===== src/rtl/pit_pkg.sv =====
package pit_pkg;

  typedef enum logic [2:0] {
    PIT_M_TC   = 3'd0,
    PIT_M_RATE = 3'd2,
    PIT_M_SQW  = 3'd3
  } pit_mode_e;

  typedef struct packed {
    logic      latch;
    logic      cfg;
    logic      err;
    pit_mode_e mode;
  } cw_dec_t;

  localparam logic [1:0] SEL_READBACK = 2'b11;
  localparam logic [1:0] ACC_LATCH    = 2'b00;
  localparam logic [1:0] ACC_LOHI     = 2'b11;

  function automatic cw_dec_t cw_decode(input logic [7:0] w, input logic [1:0] my_sel);
    cw_dec_t d;
    logic mode_ok;
    d.latch = 1'b0;
    d.cfg   = 1'b0;
    d.err   = 1'b0;
    d.mode  = PIT_M_TC;
    mode_ok = 1'b0;
    case (w[3:1])
      3'd0: begin d.mode = PIT_M_TC;   mode_ok = 1'b1; end
      3'd2: begin d.mode = PIT_M_RATE; mode_ok = 1'b1; end
      3'd3: begin d.mode = PIT_M_SQW;  mode_ok = 1'b1; end
      default: mode_ok = 1'b0;
    endcase
    if (w[7:6] == SEL_READBACK) begin
      d.err = 1'b1;
    end else if (w[7:6] == my_sel) begin
      if (w[5:4] == ACC_LATCH) d.latch = 1'b1;
      else if ((w[5:4] != ACC_LOHI) || w[0] || !mode_ok) d.err = 1'b1;
      else d.cfg = 1'b1;
    end
    return d;
  endfunction

endpackage


===== src/rtl/pit_ctrl_decode.sv =====
module pit_ctrl_decode
  import pit_pkg::*;
#(
  parameter logic [1:0] CHAN_SEL = 2'd0
) (
  input  logic       clk,
  input  logic       rst_n,
  input  logic       ctrl_we,
  input  logic [7:0] ctrl_word,
  output logic       latch_cmd,
  output logic       cfg_valid,
  output pit_mode_e  cfg_mode,
  output logic       cfg_err
);

  cw_dec_t dec;
  logic    err_q;

  always_comb begin
    dec       = cw_decode(ctrl_word, CHAN_SEL);
    latch_cmd = ctrl_we & dec.latch;
    cfg_valid = ctrl_we & dec.cfg;
    cfg_mode  = dec.mode;
  end

  always_ff @(posedge clk) begin
    if (!rst_n) err_q <= 1'b0;
    else        err_q <= ctrl_we & dec.err;
  end

  assign cfg_err = err_q;

endmodule


===== src/rtl/pit_down_counter.sv =====
module pit_down_counter
  import pit_pkg::*;
#(
  parameter int BYTE_W = 8
) (
  input  logic                  clk,
  input  logic                  rst_n,
  input  logic                  tick_en,
  input  logic                  cfg_valid,
  input  pit_mode_e             cfg_mode,
  input  logic                  wr_en,
  input  logic [BYTE_W-1:0]     wr_data,
  output logic [2*BYTE_W-1:0]   count_o,
  output logic                  out_o,
  output pit_mode_e             mode_o,
  output logic                  wptr_hi_o
);

  localparam int CNT_W = 2 * BYTE_W;
  localparam logic [CNT_W-1:0] ONE = CNT_W'(1);

  logic [CNT_W-1:0] count_q, period_q, nxt, full;
  logic             running_q, wptr_q, out_q, nxt_out;
  pit_mode_e        mode_q;

  always_comb begin
    full = {wr_data, count_q[BYTE_W-1:0]};
    if (mode_q == PIT_M_TC) nxt = count_q - ONE;
    else                    nxt = (count_q == ONE) ? period_q : count_q - ONE;
    case (mode_q)
      PIT_M_TC:   nxt_out = (nxt == '0);
      PIT_M_RATE: nxt_out = (nxt != ONE);
      default:    nxt_out = (nxt > (period_q >> 1));
    endcase
  end

  always_ff @(posedge clk) begin
    if (!rst_n) begin
      count_q   <= '0;
      period_q  <= '0;
      running_q <= 1'b0;
      wptr_q    <= 1'b0;
      out_q     <= 1'b0;
      mode_q    <= PIT_M_TC;
    end else if (cfg_valid) begin
      mode_q    <= cfg_mode;
      running_q <= 1'b0;
      wptr_q    <= 1'b0;
      out_q     <= (cfg_mode != PIT_M_TC);
    end else if (wr_en) begin
      if (!wptr_q) begin
        count_q[BYTE_W-1:0] <= wr_data;
        running_q <= 1'b0;
        out_q     <= 1'b0;
        wptr_q    <= 1'b1;
      end else begin
        count_q   <= full;
        period_q  <= full;
        running_q <= (full != '0);
        out_q     <= (full != '0) && (mode_q != PIT_M_TC);
        wptr_q    <= 1'b0;
      end
    end else if (tick_en && running_q) begin
      count_q <= nxt;
      out_q   <= nxt_out;
      if (mode_q == PIT_M_TC && nxt == '0) running_q <= 1'b0;
    end
  end

  assign count_o   = count_q;
  assign out_o     = out_q;
  assign mode_o    = mode_q;
  assign wptr_hi_o = wptr_q;

endmodule


===== src/rtl/pit_readback.sv =====
module pit_readback #(
  parameter int BYTE_W = 8
) (
  input  logic                clk,
  input  logic                rst_n,
  input  logic                latch_cmd,
  input  logic                ptr_clr,
  input  logic                rd_en,
  input  logic [2*BYTE_W-1:0] count_i,
  output logic                rd_valid,
  output logic [BYTE_W-1:0]   rd_data
);

  localparam int CNT_W = 2 * BYTE_W;

  logic [CNT_W-1:0]  snap_q, src;
  logic              pend_q, rptr_q, valid_q;
  logic [BYTE_W-1:0] data_q;

  assign src = pend_q ? snap_q : count_i;

  always_ff @(posedge clk) begin
    if (!rst_n) begin
      snap_q  <= '0;
      pend_q  <= 1'b0;
      rptr_q  <= 1'b0;
      valid_q <= 1'b0;
      data_q  <= '0;
    end else begin
      valid_q <= rd_en;
      if (rd_en) begin
        data_q <= rptr_q ? src[CNT_W-1:BYTE_W] : src[BYTE_W-1:0];
        rptr_q <= ~rptr_q;
        if (pend_q && rptr_q) pend_q <= 1'b0;
      end
      if (latch_cmd && !pend_q) begin
        pend_q <= 1'b1;
        snap_q <= count_i;
        rptr_q <= 1'b0;
      end
      if (ptr_clr) rptr_q <= 1'b0;
    end
  end

  assign rd_valid = valid_q;
  assign rd_data  = data_q;

endmodule


===== src/rtl/pit_channel.sv =====
module pit_channel
  import pit_pkg::*;
#(
  parameter int         BYTE_W   = 8,
  parameter logic [1:0] CHAN_SEL = 2'd0
) (
  input  logic              clk,
  input  logic              rst_n,
  input  logic              tick_en,
  input  logic              ctrl_we,
  input  logic [7:0]        ctrl_word,
  input  logic              data_we,
  input  logic [BYTE_W-1:0] data_wdata,
  input  logic              data_re,
  output logic              rd_valid,
  output logic [BYTE_W-1:0] rd_data,
  output logic              timer_out,
  output logic              cfg_err
);

  localparam int CNT_W = 2 * BYTE_W;

  logic             latch_cmd, cfg_valid, wptr_hi;
  pit_mode_e        cfg_mode, cur_mode;
  logic [CNT_W-1:0] count;

  pit_ctrl_decode #(.CHAN_SEL(CHAN_SEL)) u_dec (
    .clk(clk), .rst_n(rst_n), .ctrl_we(ctrl_we), .ctrl_word(ctrl_word),
    .latch_cmd(latch_cmd), .cfg_valid(cfg_valid), .cfg_mode(cfg_mode),
    .cfg_err(cfg_err)
  );

  pit_down_counter #(.BYTE_W(BYTE_W)) u_cnt (
    .clk(clk), .rst_n(rst_n), .tick_en(tick_en), .cfg_valid(cfg_valid),
    .cfg_mode(cfg_mode), .wr_en(data_we), .wr_data(data_wdata),
    .count_o(count), .out_o(timer_out), .mode_o(cur_mode), .wptr_hi_o(wptr_hi)
  );

  pit_readback #(.BYTE_W(BYTE_W)) u_rd (
    .clk(clk), .rst_n(rst_n), .latch_cmd(latch_cmd), .ptr_clr(cfg_valid),
    .rd_en(data_re), .count_i(count), .rd_valid(rd_valid), .rd_data(rd_data)
  );

endmodule


===== config.mk =====
export PLATFORM = sky130hd
export DESIGN_NAME = pit_channel
export DESIGN_NICKNAME = d
export VERILOG_FILES = /design/src/rtl/pit_pkg.sv /design/src/rtl/pit_ctrl_decode.sv /design/src/rtl/pit_down_counter.sv /design/src/rtl/pit_readback.sv /design/src/rtl/pit_channel.sv
export SDC_FILE = /design/constraint.sdc
export NUM_CORES = 1
export LEC_CHECK = 0
export CORE_UTILIZATION = 45
export CTS_BUF_LIST = sky130_fd_sc_hd__clkbuf_8
export DETAILED_ROUTE_END_ITERATION = 8
export DONT_BUFFER_PORTS = 1
export PLACE_DENSITY_LB_ADDON = 0.25
export SETUP_SLACK_MARGIN = 0.5
export SLEW_MARGIN = 0
export SYNTH_ARGS = -nofsm -noshare
export SYNTH_HDL_FRONTEND = slang
export SYNTH_SLANG_ARGS = --single-unit

===== constraint.sdc =====
create_clock -name clk -period 3.1 [get_ports clk]
set_clock_uncertainty 0.1 [all_clocks]
set_input_delay 0.62 -clock clk [delete_from_list [all_inputs] [get_ports clk]]
set_output_delay 0.62 -clock clk [all_outputs]
set_load 0.01 [all_outputs]

==> impl_results.md <==
- CTS root buf: clkbuf_8
- Fin crit period: 3.021 ns
- Ant diodes: 0
- Worst slew margin: 13.34%
- WL/cell: between 15 and 20 µm
- Nets: approximately 550
- Die Y: 93.48 µm
- Most common flop cell mapped by yosys: dfxtp_1
- R2R setup slack: 0.08 ns
- Cell taking the most area after synthesis: dfxtp_1
- Maximum VDD drop: 0.0002968 V
- Post-DP Area: 4182 µm²
- Max frequency: between 300 and 400 MHz
- Kind of cell adding the most delay to the critical path: compound AO/OA/AOI/OAI gates
- Worst path max stage delay: 0.35 ns
- Post-Route Setup TNS: 0 ns
- Synth Net Count: 502
- GRT overflow: 0
- Fillers: around 730
- FF+latch count, synth: 65
- Critical Path RT: 3.24 ns
- Initial cell density of the core: between 40 and 50%
- WL final: 10.88 mm
- Initial antenna violation count: 0
- Post-synth EDFFs: 0
- Layout cells sized above 1: 25.39%
- Vias in the first global route: approximately 3400
- First-iteration detailed-routing DRC count: 283
- Skew-Pair Late Insertion Delay: 0.35 ns
- CP max stage cell: dfxtp_2
- Cell breakdown of the critical path: buf_6 > ha_4 > nor2b_4 > nand4_1 > or2_4 > buf_4 > a21oi_2 > ha_1 > a21o_1 > a21o_1 > a21oi_1 > a21oi_1 > o21ai_2 > a31oi_1 > a32o_1
- Number of I/O port buffers: 0
- Fin area: 4770 µm²
- Min-delay worst type: in2reg
- PwrDens: 523.6 nW/µm²
- Rows: 33
- Area Growth Syn to Fin: 26.64%
- Clock Tree Buf Depth: 2
- Pleak: 1.805 nW
- Syn Area/Cell: ~8.1 µm²
- Die area: just under 9000 µm²
- Main area contributors after synthesis: dfxtp_1 (35%), nand2_1 (10%), a21boi_0 (7.8%)
- CTS tree: done
- Slew at the pin with the worst max-slew slack: between 1 and 1.5 ns
- Max Cap Violations: 0
- Post-DP HPWL: 7.787 mm
- FFs w/ async S/R, synth: 0%
- Gate Count Post-Synth: 463
- YS warnings: 0
- # IOs: 33
- First-pass GRT wire length: 16.74 mm
- CTS Hold Buffers Added: 0
- Placer congestion estimate: ~1.0
- Vias post-DR: 3592
- Slew Limit Fails: 0
- DRC: 0
- Setup violation total in the final timing report: 0
- GRT Resource Usage Total: 25.54%
- Clk slew on worst S/H paths: 0.08 ns
- Number of buffers and inverters on the critical path: 2
- Crit path capture type: flip-flop
- Floorplan core area: about 8200 µm²
- Sink Count: 65
- Final hold violation count: 0
- Total CTS buffers: 9
- Cell area after synthesis: 3766 µm²
- Post-synth cell types: 53
- Crit path kind: reg2reg
- Sequential element share of the synthesized area: roughly a third
- CP arrival: 3.16 ns
- Largest net degree at the start of global routing: 64
- Number of routed nets with antenna violations: 0
- Startpoint types: flip-flop
- CTS H-tree depth: 3
- RSZ-0062 raised after global routing: true
- Outcome: finished, final reports clean
- Crit share post-route: 97.44%
- Area share of the largest cell type after synthesis: 34.55%
- Pre-Repair DR Iteration Count: 5
- CP max FO: 7
- Die W: ~93 µm
- Routed vias/inst: 5.822
## placed cells by master (no fill, tap or decap), drive strengths merged, types with 2 or more instances in the layout
| cell | Yosys | final |
|---|---|---|
| clkinvlp | 0 | 2 |
| or2 | 2 | 2 |
| nand4 | 4 | 4 |
| nor2b | 14 | 14 |
| ha | 17 | 17 |
| clkinv | 1 | 3 |
| inv | 17 | 18 |
| clkbuf | 27 | 9 |
| a2111oi | 2 | 2 |
| dfxtp | 65 | 65 |
| mux4 | 8 | 8 |
| nor2 | 13 | 13 |
| nand2b | 3 | 3 |
| o21ai | 25 | 25 |
| nand3 | 13 | 13 |
| nor4 | 10 | 10 |
| a21boi | 39 | 39 |
| mux2i | 13 | 13 |
| a21o | 2 | 2 |
| a2bb2oi | 2 | 2 |
| a21oi | 21 | 21 |
| o31ai | 2 | 2 |
| xnor2 | 7 | 7 |
| or3 | 4 | 4 |
| buf | 5 | 65 |
| o211a | 3 | 3 |
| o21a | 3 | 3 |
| bufinv | 0 | 2 |
| or4 | 2 | 2 |
| a31oi | 12 | 12 |
| nor3 | 9 | 9 |
| nand2 | 101 | 101 |
| xor2 | 2 | 2 |
## final timing paths
check | startpoint | to | cells past startpoint
max | u_cnt.count_o[0] | u_cnt.out_o | 15
max reg2reg | u_cnt.count_o[0] | u_cnt.out_o | 15
min | data_re | u_rd.rd_valid | 1
min reg2reg | u_rd.snap_q[7] | u_rd.snap_q[7] | 2
## cells by family after synthesis
logic type	share of synthesized area, %
AND/OR/NAND/NOR	23.12
multiplexers	8.239
XOR/XNOR	2.093
AO/OA/AOI/OAI	21.03
flip-flops	34.55
adder cells (fa/ha/maj)	5.648
buffers and inverters	5.315
## final cells by class
cell class                 instances  area (µm²)  share of cell area, %
inverter                          18       70.07                  1.469
multi-input combinational        348        2507                  52.57
sequential                        65        1304                  27.33
tap                              105       131.4                  2.754
timing repair buffer              65       536.8                  11.25
clock buffer                       9       123.9                  2.597
clock inverter                     7       96.34                  2.020
## flip-flops by register name, summed over array words and instances (netlist names)
| register | cells |
|---|---|
| u_cnt.running_q | 1 |
| u_rd.pend_q | 1 |
| u_cnt.period_q | 16 |
| u_cnt.count_o | 16 |
| u_rd.rd_data | 8 |
| u_rd.rd_valid | 1 |
| u_cnt.out_o | 1 |
| u_cnt.mode_o | 2 |
| u_rd.rptr_q | 1 |
| u_rd.snap_q | 16 |
| u_dec.cfg_err | 1 |
| u_cnt.wptr_hi_o | 1 |
## stage by stage
| step | utilization, % | hold slack [ns] | std cells | total power, W | setup slack (ns) |
|---|---|---|---|---|---|
| after global placement | 51.15 | 0.3463 | 585 | 0.001540 | -0.01580 |
| final | 58.34 | 0.2980 | 617 | 0.002497 | 0.07926 |
| after CTS | 56.32 | 0.2841 | 614 | 0.002431 | 0.07141 |
| after global routing | 58.34 | 0.2833 | 617 | 0.002611 | -0.05397 |
| after floorplan | - | 0.3402 | 463 | 0.001338 | 0.1654 |
| after detailed placement | 51.15 | 0.3553 | 585 | 0.001549 | -0.1210 |
## Yosys cell counts (2+ instances only)
master,number
nand2_1,100
dfxtp_1,65
a21boi_0,39
clkbuf_1,26
o21ai_0,25
a21oi_1,21
ha_1,17
inv_1,17
nor2b_1,14
mux2i_1,13
nand3_1,13
nor2_1,13
a31oi_1,12
nor3_1,9
mux4_2,8
nor4_1,8
xnor2_1,7
nand4_1,4
or3_1,4
buf_2,3
nand2b_1,3
o211a_1,3
o21a_1,3
a21o_1,2
a2bb2oi_1,2
nor4_4,2
o31ai_1,2
or4_1,2
xor2_1,2
## power breakdown
group / switching (W) / total, W / leakage, nW / internal [W]
combinational: 0.000388 / 0.000784 / 1.17 / 0.000396
sequential: 0.0000414 / 0.000911 / 0.529 / 0.000870
clock: 0.000350 / 0.000802 / 0.107 / 0.000452
total: 0.000779 / 0.00250 / 1.80 / 0.00172
## repair_timing
item / 4_1_cts / 5_1_grt
gates resized for setup: 22 / 35
setup endpoints to repair: 2 / 4
setup buffers: 13 / 3
cloned: 0 / 0
pin swaps: 14 / 13
## routing by layer
layer	global-route usage, %	vias to the layer above	part of all wire, %
met5	0	-	0
li1	-	1719	-
met4	9.872	0	2.9
met1	34.64	1680	44
met3	5.854	30	7.4
met2	39.22	163	46
(Power assumes the default switching activity.)
